===== src/rtl/serial_irq_pkg.sv =====
package serial_irq_pkg;
  localparam int NCH    = 2;
  localparam int CMD_W  = 3;
  localparam int MODE_W = 2;
  localparam int VEC_W  = 8;
  localparam int PEND_W = 3 * NCH;

  localparam logic [CMD_W-1:0] CMD_CLR_TX  = 3'b101;
  localparam logic [CMD_W-1:0] CMD_RST_IUS = 3'b111;

  typedef enum logic [1:0] {LK_NONE, LK_RX, LK_TX} loc_kind_e;
  typedef enum logic [2:0] {VK_NONE, VK_RXA, VK_RXB, VK_TXA, VK_TXB} vec_kind_e;

  function automatic logic [VEC_W-1:0] vec_code(vec_kind_e k, logic hi);
    case (k)
      VK_RXA:  return hi ? 8'h30 : 8'h0C;
      VK_RXB:  return hi ? 8'h20 : 8'h04;
      VK_TXA:  return hi ? 8'h10 : 8'h08;
      VK_TXB:  return 8'h00;
      default: return hi ? 8'h60 : 8'h06;
    endcase
  endfunction
endpackage


===== src/rtl/sirq_cmd_dec.sv =====
module sirq_cmd_dec
  import serial_irq_pkg::*;
(
  input  logic             cmd_wr_i,
  input  logic [CMD_W-1:0] cmd_i,
  output logic             clr_tx_o,
  output logic             rst_ius_o
);
  assign clr_tx_o  = cmd_wr_i && (cmd_i == CMD_CLR_TX);
  assign rst_ius_o = cmd_wr_i && (cmd_i == CMD_RST_IUS);
endmodule


===== src/rtl/sirq_chan.sv =====
module sirq_chan
  import serial_irq_pkg::*;
(
  input  logic              clk_i,
  input  logic              rst_ni,
  input  logic              rx_byte_i,
  input  logic              tx_done_i,
  input  logic              brk_det_i,
  input  logic              rd_data_i,
  input  logic              wr_data_i,
  input  logic              clr_tx_i,
  input  logic              rst_ius_i,
  input  logic              tx_ie_i,
  input  logic [MODE_W-1:0] rx_mode_i,
  input  logic              brk_ie_i,
  output logic              irq_req_o,
  output logic              pend_rx_o,
  output logic              pend_tx_o,
  output logic              vec_we_o,
  output loc_kind_e         vec_kind_o,
  output logic              rx_avail_o,
  output logic              tx_empty_o,
  output logic              all_sent_o,
  output logic              brk_o
);
  logic rxp_q, txp_q, rxs_q, txs_q, prx_q, ptx_q;
  logic n_rxp, n_txp, n_rxs, n_txs, n_prx, n_ptx;
  logic avail_q, empty_q, sent_q, brk_q;
  logic we;
  loc_kind_e kind;

  // clearing actions first, events after so they win
  always_comb begin
    n_rxp = rxp_q; n_txp = txp_q; n_rxs = rxs_q;
    n_txs = txs_q; n_prx = prx_q; n_ptx = ptx_q;
    we    = 1'b0;
    kind  = LK_NONE;
    if (rd_data_i) begin
      n_rxp = 1'b0; n_rxs = 1'b0; n_prx = 1'b0;
      we = 1'b1; kind = LK_NONE;
      if (n_txp) begin
        n_txs = 1'b1;
        if (tx_ie_i) n_ptx = 1'b1;
        kind = LK_TX;
      end
    end else if (wr_data_i) begin
      n_txp = 1'b0;
    end else if (clr_tx_i) begin
      n_txp = 1'b0; n_txs = 1'b0; n_ptx = 1'b0;
      we = 1'b1; kind = LK_NONE;
      if (n_rxp) begin
        n_rxs = 1'b1; n_prx = 1'b1; kind = LK_RX;
      end
    end else if (rst_ius_i) begin
      if (n_rxs) begin
        n_rxs = 1'b0;
        if (n_txp) begin
          n_txs = 1'b1;
          if (tx_ie_i) n_ptx = 1'b1;
          we = 1'b1; kind = LK_TX;
        end
      end else if (n_txs) begin
        n_txs = 1'b0;
      end
    end
    if (rx_byte_i) begin
      n_rxp = 1'b1; n_rxs = 1'b1; n_prx = 1'b1;
      we = 1'b1; kind = LK_RX;
    end
    if (tx_done_i) begin
      n_txp = 1'b1;
      if (!n_rxs) begin
        n_txs = 1'b1;
        if (tx_ie_i) n_ptx = 1'b1;
        we = 1'b1; kind = LK_TX;
      end
    end
  end

  always_ff @(posedge clk_i or negedge rst_ni) begin
    if (!rst_ni) begin
      rxp_q <= 1'b0; txp_q <= 1'b0; rxs_q <= 1'b0;
      txs_q <= 1'b0; prx_q <= 1'b0; ptx_q <= 1'b0;
    end else begin
      rxp_q <= n_rxp; txp_q <= n_txp; rxs_q <= n_rxs;
      txs_q <= n_txs; prx_q <= n_prx; ptx_q <= n_ptx;
    end
  end

  always_ff @(posedge clk_i or negedge rst_ni) begin
    if (!rst_ni) begin
      avail_q <= 1'b0;
      empty_q <= 1'b1;
      sent_q  <= 1'b0;
      brk_q   <= 1'b0;
    end else begin
      if (rx_byte_i)      avail_q <= 1'b1;
      else if (rd_data_i) avail_q <= 1'b0;
      if (tx_done_i) begin
        empty_q <= 1'b1;
        sent_q  <= 1'b1;
      end else if (wr_data_i) begin
        empty_q <= 1'b0;
        sent_q  <= 1'b0;
      end
      if (brk_det_i) brk_q <= 1'b1;
    end
  end

  logic rx_mode_on;
  assign rx_mode_on = (rx_mode_i == 2'b01) || (rx_mode_i == 2'b10);
  assign irq_req_o  = (tx_ie_i && txp_q) || (rx_mode_on && rxp_q) || (brk_ie_i && brk_q);
  assign pend_rx_o  = prx_q;
  assign pend_tx_o  = ptx_q;
  assign vec_we_o   = we;
  assign vec_kind_o = kind;
  assign rx_avail_o = avail_q;
  assign tx_empty_o = empty_q;
  assign all_sent_o = sent_q;
  assign brk_o      = brk_q;
endmodule


===== src/rtl/sirq_vec_sel.sv =====
module sirq_vec_sel
  import serial_irq_pkg::*;
(
  input  logic             clk_i,
  input  logic             rst_ni,
  input  logic             we_a_i,
  input  loc_kind_e        kind_a_i,
  input  logic             we_b_i,
  input  loc_kind_e        kind_b_i,
  input  logic             stat_hi_i,
  output logic [VEC_W-1:0] vec_o
);
  vec_kind_e vk_q, vk_d;

  always_comb begin
    vk_d = vk_q;
    if (we_a_i) begin
      case (kind_a_i)
        LK_RX:   vk_d = VK_RXA;
        LK_TX:   vk_d = VK_TXA;
        default: vk_d = VK_NONE;
      endcase
    end else if (we_b_i) begin
      case (kind_b_i)
        LK_RX:   vk_d = VK_RXB;
        LK_TX:   vk_d = VK_TXB;
        default: vk_d = VK_NONE;
      endcase
    end
  end

  always_ff @(posedge clk_i or negedge rst_ni) begin
    if (!rst_ni) vk_q <= VK_NONE;
    else         vk_q <= vk_d;
  end

  // encoded with the mode in force now, not when stored
  assign vec_o = vec_code(vk_q, stat_hi_i);
endmodule


===== src/rtl/serial_irq_vec.sv =====
module serial_irq_vec
  import serial_irq_pkg::*;
(
  input  logic                  clk_i,
  input  logic                  rst_ni,
  input  logic [NCH-1:0]        rx_byte_i,
  input  logic [NCH-1:0]        tx_done_i,
  input  logic [NCH-1:0]        brk_det_i,
  input  logic [NCH-1:0]        rd_data_i,
  input  logic [NCH-1:0]        wr_data_i,
  input  logic [NCH-1:0]        cmd_wr_i,
  input  logic [NCH*CMD_W-1:0]  cmd_i,
  input  logic [NCH-1:0]        tx_ie_i,
  input  logic [NCH*MODE_W-1:0] rx_mode_i,
  input  logic [NCH-1:0]        brk_ie_i,
  input  logic                  stat_hi_i,
  output logic                  irq_o,
  output logic [VEC_W-1:0]      vec_o,
  output logic [PEND_W-1:0]     pend_o,
  output logic [NCH-1:0]        rx_avail_o,
  output logic [NCH-1:0]        tx_empty_o,
  output logic [NCH-1:0]        all_sent_o,
  output logic [NCH-1:0]        brk_o
);
  logic [NCH-1:0] clr_tx, rst_ius, req, prx, ptx, vwe;
  loc_kind_e      vkind [NCH];

  for (genvar c = 0; c < NCH; c++) begin : g_ch
    sirq_cmd_dec u_dec (
      .cmd_wr_i  (cmd_wr_i[c]),
      .cmd_i     (cmd_i[c*CMD_W +: CMD_W]),
      .clr_tx_o  (clr_tx[c]),
      .rst_ius_o (rst_ius[c])
    );

    sirq_chan u_chan (
      .clk_i      (clk_i),
      .rst_ni     (rst_ni),
      .rx_byte_i  (rx_byte_i[c]),
      .tx_done_i  (tx_done_i[c]),
      .brk_det_i  (brk_det_i[c]),
      .rd_data_i  (rd_data_i[c]),
      .wr_data_i  (wr_data_i[c]),
      .clr_tx_i   (clr_tx[c]),
      .rst_ius_i  (rst_ius[c]),
      .tx_ie_i    (tx_ie_i[c]),
      .rx_mode_i  (rx_mode_i[c*MODE_W +: MODE_W]),
      .brk_ie_i   (brk_ie_i[c]),
      .irq_req_o  (req[c]),
      .pend_rx_o  (prx[c]),
      .pend_tx_o  (ptx[c]),
      .vec_we_o   (vwe[c]),
      .vec_kind_o (vkind[c]),
      .rx_avail_o (rx_avail_o[c]),
      .tx_empty_o (tx_empty_o[c]),
      .all_sent_o (all_sent_o[c]),
      .brk_o      (brk_o[c])
    );

    // per channel: ext, tx, rx from low to high
    assign pend_o[3*c]     = 1'b0;
    assign pend_o[3*c + 1] = ptx[c];
    assign pend_o[3*c + 2] = prx[c];
  end

  sirq_vec_sel u_vsel (
    .clk_i     (clk_i),
    .rst_ni    (rst_ni),
    .we_a_i    (vwe[1]),
    .kind_a_i  (vkind[1]),
    .we_b_i    (vwe[0]),
    .kind_b_i  (vkind[0]),
    .stat_hi_i (stat_hi_i),
    .vec_o     (vec_o)
  );

  assign irq_o = |req;
endmodule


===== config.mk =====
export PLATFORM = sky130hd
export DESIGN_NAME = serial_irq_vec
export DESIGN_NICKNAME = d
export VERILOG_FILES = /design/src/rtl/serial_irq_pkg.sv /design/src/rtl/sirq_cmd_dec.sv /design/src/rtl/sirq_chan.sv /design/src/rtl/sirq_vec_sel.sv /design/src/rtl/serial_irq_vec.sv
export SDC_FILE = /design/constraint.sdc
export NUM_CORES = 1
export LEC_CHECK = 0
export BUFFER_PORTS_ARGS = -buffer_cell sky130_fd_sc_hd__buf_2
export CAP_MARGIN = 10
export CORE_ASPECT_RATIO = 0.75
export CORE_MARGIN = 1
export CORE_UTILIZATION = 47
export CTS_CLUSTER_DIAMETER = 150
export DETAILED_ROUTE_END_ITERATION = 12
export PLACE_DENSITY_LB_ADDON = 0.3
export SETUP_SLACK_MARGIN = 0.5
export SLEW_MARGIN = 10
export SYNTH_ARGS = -nofsm -noshare
export SYNTH_HDL_FRONTEND = slang
export SYNTH_SLANG_ARGS = --single-unit

===== constraint.sdc =====
create_clock -name clk_i -period 2.3 [get_ports clk_i]
set_clock_uncertainty 0.1 [all_clocks]
set_input_delay 0 -clock clk_i [delete_from_list [all_inputs] [get_ports clk_i]]
set_output_delay 0 -clock clk_i [all_outputs]
set_load 0.02 [all_outputs]

==> Word level (Yosys, flattened, before mapping) <==
Cells that the tools add are included.
{ "totals": {"out_inout_bits": 23, "wordCells": 174, "reg_bits": 19} }
{ "classes": {"n_reduce_logical": 32, "mux": 105, "eq_ne": 20} }
{ "ops": {"columns": ["op", "count"], "rows": [
  ["$mux W1", 78],
  ["$mux W2", 18],
  ["$pmux W8 S4", 1],
  ["$reduce_bool A3 Y1", 6],
  ["$eq A3 B3 Y1 const B", 5],
  ["$mux W6", 2],
  ["$logic_and A1 B1 Y1", 10],
  ["$reduce_bool A2 Y1", 5],
  ["$eq A2 B1 Y1 const B", 4],
  ["$eq A2 B2 Y1 const B", 4],
  ["$mux W7", 1],
  ["$eq A3 B2 Y1 const B", 2],
  ["$logic_or A1 B1 Y1", 6],
  ["$mux W3", 2],
  ["$ne A3 B3 Y1 const B", 2],
  ["$pmux W3 S2", 1],
  ["$reduce_and A3 Y1", 2],
  ["$mux W5", 1],
  ["$ne A2 B2 Y1 const B", 2],
  ["$pmux W2 S2", 1],
  ["$reduce_and A2 Y1", 2],
  ["$eq A3 B1 Y1 const B", 1],
  ["$reduce_or A2 Y1", 1]
]} }

==> Depth between registers and ports, before layout <==
Gate-level depths: netlist of the first run.
{ "depth": {"word_depth": 13, "ltp_mapped": 7, "mapped_depth_nobuf": 6} }

==> Hierarchy <==
A second synthesis of the first run with hierarchy kept.
{ "hier_totals": {"hier_cells": 124, "area_unflattened_um2": 1172.4} }
{ "by_module_without_submodules": {"columns": ["mod", "cells_each", "n_inst", "area_per_inst_um2"], "rows": [
  ["sirq_chan", 44, 2, 431.7],
  ["sirq_vec_sel", 28, 1, 244.0],
  ["sirq_cmd_dec", 2, 2, 20.0],
  ["serial_irq_vec", 4, 1, 25.0]
]} }

==> Least setup slack after synthesis of the first run <==
Ideal clock, no wire load.
{ "synth_timing": {"kind": "input-to-reg", "start": "input cmd_i[5]", "end": "register u_vsel.vk_q[1]", "cell_stages": 7, "setup_time_ns": 0.125, "n_path_buf": 1, "setup_slack_ns": 0.683, "arrival_ns": 1.392, "path_cell_list": "and4b_1 buf_2 and2_1 o311ai_0 o31ai_1 ha_1 mux2_2"} }
{ "synth_between": {"elab_chain_cells": 12, "elab_cells_between_ends": 28} }
{ "synth_lines": {"columns": ["item", "line_no", "text"], "rows": [
  ["start, declared", "serial_irq_vec.sv:12", "input logic [NCH*CMD_W-1:0] cmd_i,"],
  ["$eq A3 B3 Y1", "sirq_cmd_dec.sv:10", "assign rst_ius_o = cmd_wr_i && (cmd_i == CMD_RST_IUS);"],
  ["$logic_and A1 B1 Y1", "sirq_cmd_dec.sv:10", null],
  ["$mux W2 or $mux W1 (tied branches)", "sirq_chan.sv:54", "end else if (rst_ius_i) begin"],
  ["$mux W2 or $mux W1 (tied branches)", "sirq_chan.sv:48", "end else if (clr_tx_i) begin"],
  ["$mux W2 or $mux W1 (tied branches)", "sirq_chan.sv:46", "end else if (wr_data_i) begin"],
  ["$mux W2 or $mux W1 (tied branches)", "sirq_chan.sv:38", "if (rd_data_i) begin"],
  ["$mux W2 or $mux W1 (tied branches)", "sirq_chan.sv:66", "if (rx_byte_i) begin"],
  ["$mux W2", "sirq_chan.sv:72", "if (!n_rxs) begin"],
  ["$mux W2", "sirq_chan.sv:70", "if (tx_done_i) begin"],
  ["$eq A2 B2 Y1 or $eq A2 B1 Y1 (tied branches)", "sirq_vec_sel.sv:18", "case (kind_a_i)"],
  ["$pmux W2 S2", "sirq_vec_sel.sv:18", null],
  ["$mux W3", "sirq_vec_sel.sv:17", "if (we_a_i) begin"],
  ["end signal, assigned", "sirq_vec_sel.sv:34", "else vk_q <= vk_d;"],
  ["end, declared", "sirq_vec_sel.sv:13", "vec_kind_e vk_q, vk_d;"]
]} }
Parallel ways exist; a longest one is shown, timed or not.
A chain may end at the register's enable or synchronous reset.

==> Worst setup path in the final report of the first run <==
{ "layout_timing": {"start": "input cmd_i[4]", "end": "register u_vsel.vk_q[1]"} }
Same word-level chain as after synthesis.

==> flow_summary.yaml, run 1 <==
flow_run:
  drv_cap: 0
layout:
  multi_input_area_sq_um: 564
  seqCellArea_sq_um: 478
  fillerInstances: 204
  area_growth_pct: 30.9
  drive_above_1_share_pct: 32.6
  n_antenna_cell: 0
  mostFrequentLayoutCell: "buf_2"
  final_cell_mix: "buf_2 (47), dlygate4sd3_1 (20), dfrtp_1 (17)"
  stdcell_count: 224
  nets: 221
power_and_ir_drop:
  p_int_uw: 533
  power_density_nw_per_um2: 499
  seqPwrFrac_pct: 47.9
  power_leakage_uw: 0.000757
  p_sw_share_pct: 33.2
  pwr-share-clk_pct: 22.6
  peakVddDrop_mv: 0.428
  p_sw_uw: 265
  pwr-share-comb_pct: 29.4
setup_path:
  worstSetupEndpoint: "u_vsel.vk_q[1]"
  critPathBufInv: 2
  end_kind: "flip-flop"
  r2r_cells: 5
  crit_fanout: 5
  path_cells: "dlygate4sd3_1, buf_2, and2_1, o311ai_2, o31ai_1, ha_1, mux2_2"
  critical_path_class: "in -> reg"
  r2r_slack_ps: 600
  critical_path.top_delay_family: "buffers and inverters"
  r2r-end: "u_vsel.vk_q[1]"
  crit_path_start: "cmd_i[4]"
  worstPathRequired_ps: 2410
  reg2reg_from: "g_ch[1].u_chan.rxs_q"
  critical_path_arrival_ps: 1810
  start_kind: "input port"
  crit_cells: 7
  max_stage_delay_ps: 550
  critPathSlowestCell: "dlygate4sd3_1"
timing:
  hold_viol_final: 0
  max_freq_ghz: 0.588
  rsz0062_at_grt: "no"
  fin_crit_sh_pct: 74.0
  tns_ps: 0
  setup_viol: 0
  fin_crit_ps: 1700
  drv_slew: 0
grt:
  grt_pass1_wl_mm: 4.53
  grt_pass1_vias: 1040
  overflow: 0
  grt_max_degree: 20
  track_usage_pct: 22.7
  antenna_found_initial: 0
synth:
  synthDistinctLibCells: 42
  ys_seq_area_share_pct: 39.1
  avgSynthCellArea_sq_um: 8.91
  synth_area_sq_um: 1220
  ys_seq_elements: 19
  postSynthCellCount: 137
  yosysWarnings: 0
die:
  io_pins: 52
  die_h_um: 46.1
  rows: 15
  start_util_pct: 51.2
  die-area_sq_um: 2810
  die_w_um: 60.9
  coreArea_sq_um: 2380
clock_tree:
  path_clk_slew_ps: 110
  clock_latency_ps: 310
  cts_buffers: 3
  clkSinkCount: 19
  cts_setup_buffers: 0
  htreeDepth: 1
  cts_tree: "done"
  clock_path_buffers: 2
  root_buffer: "clkbuf_4"
detailed_routing:
  wl_per_cell_um: 13.3
  vias: 1181
  drc: 0
  first_pass_iters: 4
  routed_wl_mm: 2.99
  postRouteAntennaNets: 0
  via_per_inst: 5.27
  first_iter_violations: 31
outcome:
  status: "finished, final reports clean"
placed_design:
  numPlacedInstances: 200
  portBuffers: 47
  gp_congestion: 0.941
  dp_hpwl_mm: 2.12
worst_hold_path:
  worst_hold_path_type: "in -> async"
[worst register-to-register path: cells and delay by family, from the launching register on]
family / cells / cell delay [ps]
muxes: 1 / 260
adders and majority gates: 1 / 200
DFF: 1 / 430
AOI/OAI and AO/OA: 3 / 610
[sequential cells by signal, indices dropped and copies added (netlist names)]
register,count
g_ch.u_chan.rxs_q,2
g_ch.u_chan.tx_empty_o,2
g_ch.u_chan.brk_o,2
g_ch.u_chan.rxp_q,2
u_vsel.vk_q,3
g_ch.u_chan.pend_rx_o,2
g_ch.u_chan.txp_q,2
g_ch.u_chan.all_sent_o,2
g_ch.u_chan.pend_tx_o,2
[cells in the mapped netlist]
cell       n  area share [%]
nand4b_1   1            0.72
nor3b_1    2             1.2
nand2_1    9             2.8
o21ai_0    8             3.3
a22oi_1    1            0.61
buf_2      2            0.82
a311oi_1   1            0.72
nand2b_1   2             1.0
o31a_1     1            0.72
xnor2_1    2             1.4
a221oi_2   1             1.2
o41ai_1    1            0.72
nand3_1    3             1.2
and2_1     1            0.51
conb_1     1            0.31
nor2b_1    2             1.0
nor3_1     2            0.82
dfstp_2    2             4.3
inv_1     13             4.0
nor2_1     5             1.5
o221ai_1   1            0.72
mux2_2     1            0.92
nor4b_1    1            0.72
clkbuf_1   2            0.61
a211oi_1   3             1.8
mux2i_1    1            0.82
xor2_1     1            0.72
ha_1       1             1.0
o31ai_1    3             1.8
and4b_1    2             1.6
buf_4     16             9.8
a22o_2     1            0.82
buf_6      1            0.92
and2_4     1            0.72
or2_2      4             2.0
or4_1      1            0.61
o311ai_0   1            0.72
a21oi_1   10             4.1
a31oi_1    2             1.0
dfrtp_1   17              35
a21o_1     6             3.7
o311a_1    1            0.82
[final cells by class]
type,instances,area share [%]
sequential,19,29.9
tap,34,2.66
clock inverter,1,0.469
inverter,13,3.05
timing repair buffer,67,27.2
clock buffer,3,1.41
multi-input combinational,87,35.3
[layer usage]
layer | vias up | global-route usage [%] | share of wire [%]
met4 | 0 | 10.5 | 2.8
met2 | 47 | 35.8 | 48
met3 | 8 | 7.30 | 6.1
li1 | 571 | - | -
met1 | 555 | 28.6 | 43
met5 | - | 0 | 0
[through the flow]
| step | hold slack, ps | setup slack, ps | total power, uW | util, % | area [sq um] |
|---|---|---|---|---|---|
| after global placement | -142 | 490 | 585 | 57.1 | 1360 |
| after CTS | 37.6 | 605 | 801 | 66.8 | 1590 |
| after detailed placement | -139 | 327 | 591 | 57.1 | 1360 |
| after global routing | 44.8 | 556 | 844 | 67.1 | 1600 |
| final | 41.8 | 598 | 798 | 67.1 | 1600 |
| after floorplan | -396 | 683 | 536 | - | 1230 |
[kinds of logic after synthesis]
| family | after synthesis | share of synthesized area (%) |
|---|---|---|
| compound gates | 41 | 22.8 |
| simple gates | 36 | 16.6 |
| buf+inv | 34 | 16.2 |
| flops | 19 | 39.1 |
| xor+xnor | 3 | 2.15 |
| mux | 2 | 1.74 |
| fa+ha+maj | 1 | 1.02 |
| other cells | 1 | 0.307 |
[what timing repair did]
action	in CTS	in global routing
endpoints found under the setup margin	1	1
resized for setup	1	1
pin swaps	0	0
hold buffers	20	0
endpoints found under the hold margin	38	0
[power groups by stage]
| stage | registers [uW] | clock network (uW) | logic [uW] |
|---|---|---|---|
| 4_1_cts | 382 | 187 | 232 |
| 3_5_place_dp | 389 | 0 | 203 |
| 6_report | 382 | 181 | 235 |
| 3_3_place_gp | 387 | 0 | 198 |
| 5_1_grt | 387 | 200 | 258 |
| 2_1_floorplan | 382 | 0 | 155 |
[worst min path at each step]
stage                   from                        end  slack, ps  cells past startpoint
floorplan             rst_ni  g_ch[0].u_chan.all_sent_o       -400                      0
global placement      rst_ni  g_ch[0].u_chan.all_sent_o       -140                      1
detailed placement    rst_ni       g_ch[0].u_chan.txp_q       -140                      1
CTS                 cmd_i[3]       g_ch[1].u_chan.txp_q         40                      4
global route          rst_ni       g_ch[0].u_chan.txp_q         40                      2
finish                rst_ni       g_ch[0].u_chan.txp_q         40                      2
Note: power is estimated with default switching activity, not from simulation.
==> inputs of run 2 (changes only) <==
--- a/config.mk
+++ b/config.mk
@@ -5,11 +5,12 @@
 export SDC_FILE = /design/constraint.sdc
 export NUM_CORES = 1
 export LEC_CHECK = 0
+export ABC_AREA = 1
 export BUFFER_PORTS_ARGS = -buffer_cell sky130_fd_sc_hd__buf_2
 export CAP_MARGIN = 10
 export CORE_ASPECT_RATIO = 0.75
 export CORE_MARGIN = 1
-export CORE_UTILIZATION = 47
+export CORE_UTILIZATION = 43
 export CTS_CLUSTER_DIAMETER = 150
 export DETAILED_ROUTE_END_ITERATION = 12
 export PLACE_DENSITY_LB_ADDON = 0.3
==> constraint.sdc (replaced) <==
create_clock -name clk_i -period 1.5 [get_ports clk_i]
set_clock_uncertainty 0.1 [all_clocks]
set_input_delay 0 -clock clk_i [delete_from_list [all_inputs] [get_ports clk_i]]
set_output_delay 0 -clock clk_i [all_outputs]
set_load 0.02 [all_outputs]
==> run 2 against run 1 <==
  * The flow now finishes with violations (hold timing, setup timing)
  * Die area is 12% higher
  * Sequential share of layout area is 6.5 points lower
  * Flip-flop and latch count stayed put
  * Non-clock buffer count is 18 higher
  * Combinational power is 140% higher
  * Sequential power is 52% higher
  * Utilization is 8.9 points higher
  * Via count is 19% higher
  * Critical path depth is 4 higher
  * Count of clock-buffer cells in the layout is 1 higher
  * First-iteration DRC count is 6.5% higher
  * Critical path type is now reg -> reg
  * Largest cell class unchanged
  * Highest routed layer unchanged
==> flow_summary.yaml, run 2 <==
die:
  coreArea_sq_um: 2680
  die_w_um: 64.3
  io_pins: 52
  rows: 16
  die_h_um: 48.7
  start_util_pct: 46.6
  die-area_sq_um: 3130
clock_tree:
  htreeDepth: 1
  root_buffer: "clkbuf_8"
  cts_tree: "done"
  clock_latency_ps: 260
  clock_path_buffers: 2
  hold_buffers: 13
  path_clk_slew_ps: 70
  clkSinkCount: 19
  cts_buffers: 3
setup_path:
  r2r_slack_ps: -100
  start_kind: "flip-flop"
  worstPathRequired_ps: 1550
  end_kind: "flip-flop"
  crit_fanout: 2
  critical_path_class: "reg -> reg"
  critical_path_arrival_ps: 1650
grt:
  grt_pass1_vias: 1326
  antenna_found_initial: 0
  track_usage_pct: 24.9
  overflow: 0
  grt_pass1_wl_mm: 6.00
  grt_max_degree: 20
power_and_ir_drop:
  power_leakage_uw: 0.00105
  power_density_nw_per_um2: 739
  peakVddDrop_mv: 0.581
placed_design:
  place_ws_ps: -24.1
  gp_congestion: 0.895
  portBuffers: 47
  dp_hpwl_mm: 2.31
  dpl_cell_area_sq_um: 1470
detailed_routing:
  routed_wl_mm: 4.21
  postRouteAntennaNets: 0
  first_iter_violations: 33
  drc: 0
  first_pass_iters: 4
  vias: 1408
  via_per_inst: 5.10
  wl_per_cell_um: 15.3
synth:
  avgSynthCellArea_sq_um: 7.63
  synth_fa_ha_area_share_pct: 1.00
  ys_seq_elements: 19
  synth_top_area_cell: "dfrtp_1"
  synth-xor-area-share_pct: 0.700
  synth_edf_count: 0
  async_flop_share_pct: 100
  synth_ff_type: "dfrtp_1"
  ys_top_cells_by_area: "dfrtp_1 (34%), nand2_1 (11%), buf_4 (9.6%)"
  synthDistinctLibCells: 32
  yosysMostFrequentCell: "nand2_1"
  synth.top_cell.area_share_pct: 34.0
  ys_seq_area_share_pct: 38.2
  yosys.area_share.simple_pct: 30.8
  synth.area.mux_share_pct: 0
  synth-compound-area-share_pct: 11.0
  yosysWarnings: 0
  synth_top_family_by_area: "simple AND/OR/NAND/NOR gates"
  synth_common_cells: "nand2_1 (36), inv_1 (24), dfrtp_1 (17)"
  synth_area_sq_um: 1250
  postSynthCellCount: 164
layout:
  mostFrequentLayoutCell: "buf_2"
  nets: 271
  fin_area_sq_um: 2040
  largest_reg_flops: 3
  final_cell_mix: "buf_2 (38), nand2_1 (32), buf_6 (22)"
  regMostFlops: "u_vsel.vk_q"
  drive_above_1_share_pct: 54.6
  area_growth_pct: 63.0
  n_antenna_cell: 0
timing:
  fin_ws_ps: -96.6
  drv_slew: 0
  hold_viol_final: 1
  fin_crit_ps: 1600
  max_freq_ghz: 0.626
  setup_viol: 8
  fin_crit_sh_pct: 106
  rsz0062_at_grt: "yes"
  timing.hold.ws_ps: -81.3
worst_hold_path:
  worst_hold_path_type: "in -> reg"
outcome:
  status: "finished with violations"
  failed_checks: "hold timing, setup timing"
flow_run:
  drv_cap: 0
## run 2: cell count changes after synthesis, sizes merged, moves of 3 or more
cell | previous run | this run
a211oi | 3 | 0
a21o | 6 | 1
a21oi | 10 | 6
buf | 19 | 16
inv | 13 | 28
nand2 | 9 | 43
nand3 | 3 | 10
nor2 | 5 | 15
o31ai | 3 | 0
## run 2: per-layer routing
layer  global-route usage [%]  share of wire [%]  up-vias
met5                        0                  0        -
met4                     8.89                3.1        0
met3                     6.60                5.9       16
met2                     43.7                 52       65
met1                     29.1                 39      676
li1                         -                  -      651
## run 2: kinds of logic (layout without fill, tap and decap cells)
logic type      after synthesis  in the layout
compound gates               23             23
xor+xnor                      1              1
fa+ha+maj                     1              1
buf+inv                      44            117
flops                        19             19
other cells                   1              4
simple gates                 75             75
## run 2: power by group
group	internal, uW	total (uW)	switching [uW]
Clock	189	359	170
Combinational	267	567	300
Sequential	550	581	31.7
Total	1010	1510	502
## run 2: cell type report
cell class | instances | area, sq um
clock buffer | 4 | 45.0
fill | 179 | 643
inverter | 28 | 108
multi-input combinational | 104 | 701
sequential | 19 | 478
tap | 36 | 45.0
timing repair buffer | 85 | 663
## run 2: path summary, 6_finish.rpt
path | cells after the start | start | endpoint
setup / recovery | 11 | g_ch[1].u_chan.rxp_q | u_vsel.vk_q[0]
max in group asynchronous | 2 | rst_ni | g_ch[1].u_chan.tx_empty_o
min in group asynchronous | 2 | rst_ni | g_ch[1].u_chan.brk_o
hold reg to reg | 2 | g_ch[0].u_chan.all_sent_o | g_ch[0].u_chan.all_sent_o
setup reg to reg | 11 | g_ch[1].u_chan.rxp_q | u_vsel.vk_q[0]
hold / removal | 2 | rd_data_i[0] | g_ch[0].u_chan.rxp_q
## run 2: worst max-delay path, cell delays in order, from the launching register on
cell,delay [ps]
dfrtp_1,360
inv_2,60
nor2_4,110
nand3_2,110
nand2_2,100
nand2_4,60
nand3_4,90
o21ai_4,70
ha_4,270
inv_2,40
nand2_1,60
nand2_1,60
## run 2: what timing repair did
item	4_1_cts	5_1_grt
gates resized for setup	37	29
pin swaps	8	10
buffers inserted	13	10
setup endpoints to repair	16	19
hold endpoints to repair	35	2
## run 2: through the flow
step	util (%)	std cells	TNS, ps	power, uW
final	76.0	276	-425	1510
after global routing	76.0	276	-905	1570
after CTS	69.5	266	-140	1420
after detailed placement	54.9	236	-24.1	933
after global placement	54.9	236	0	918
after floorplan	-	167	0	829
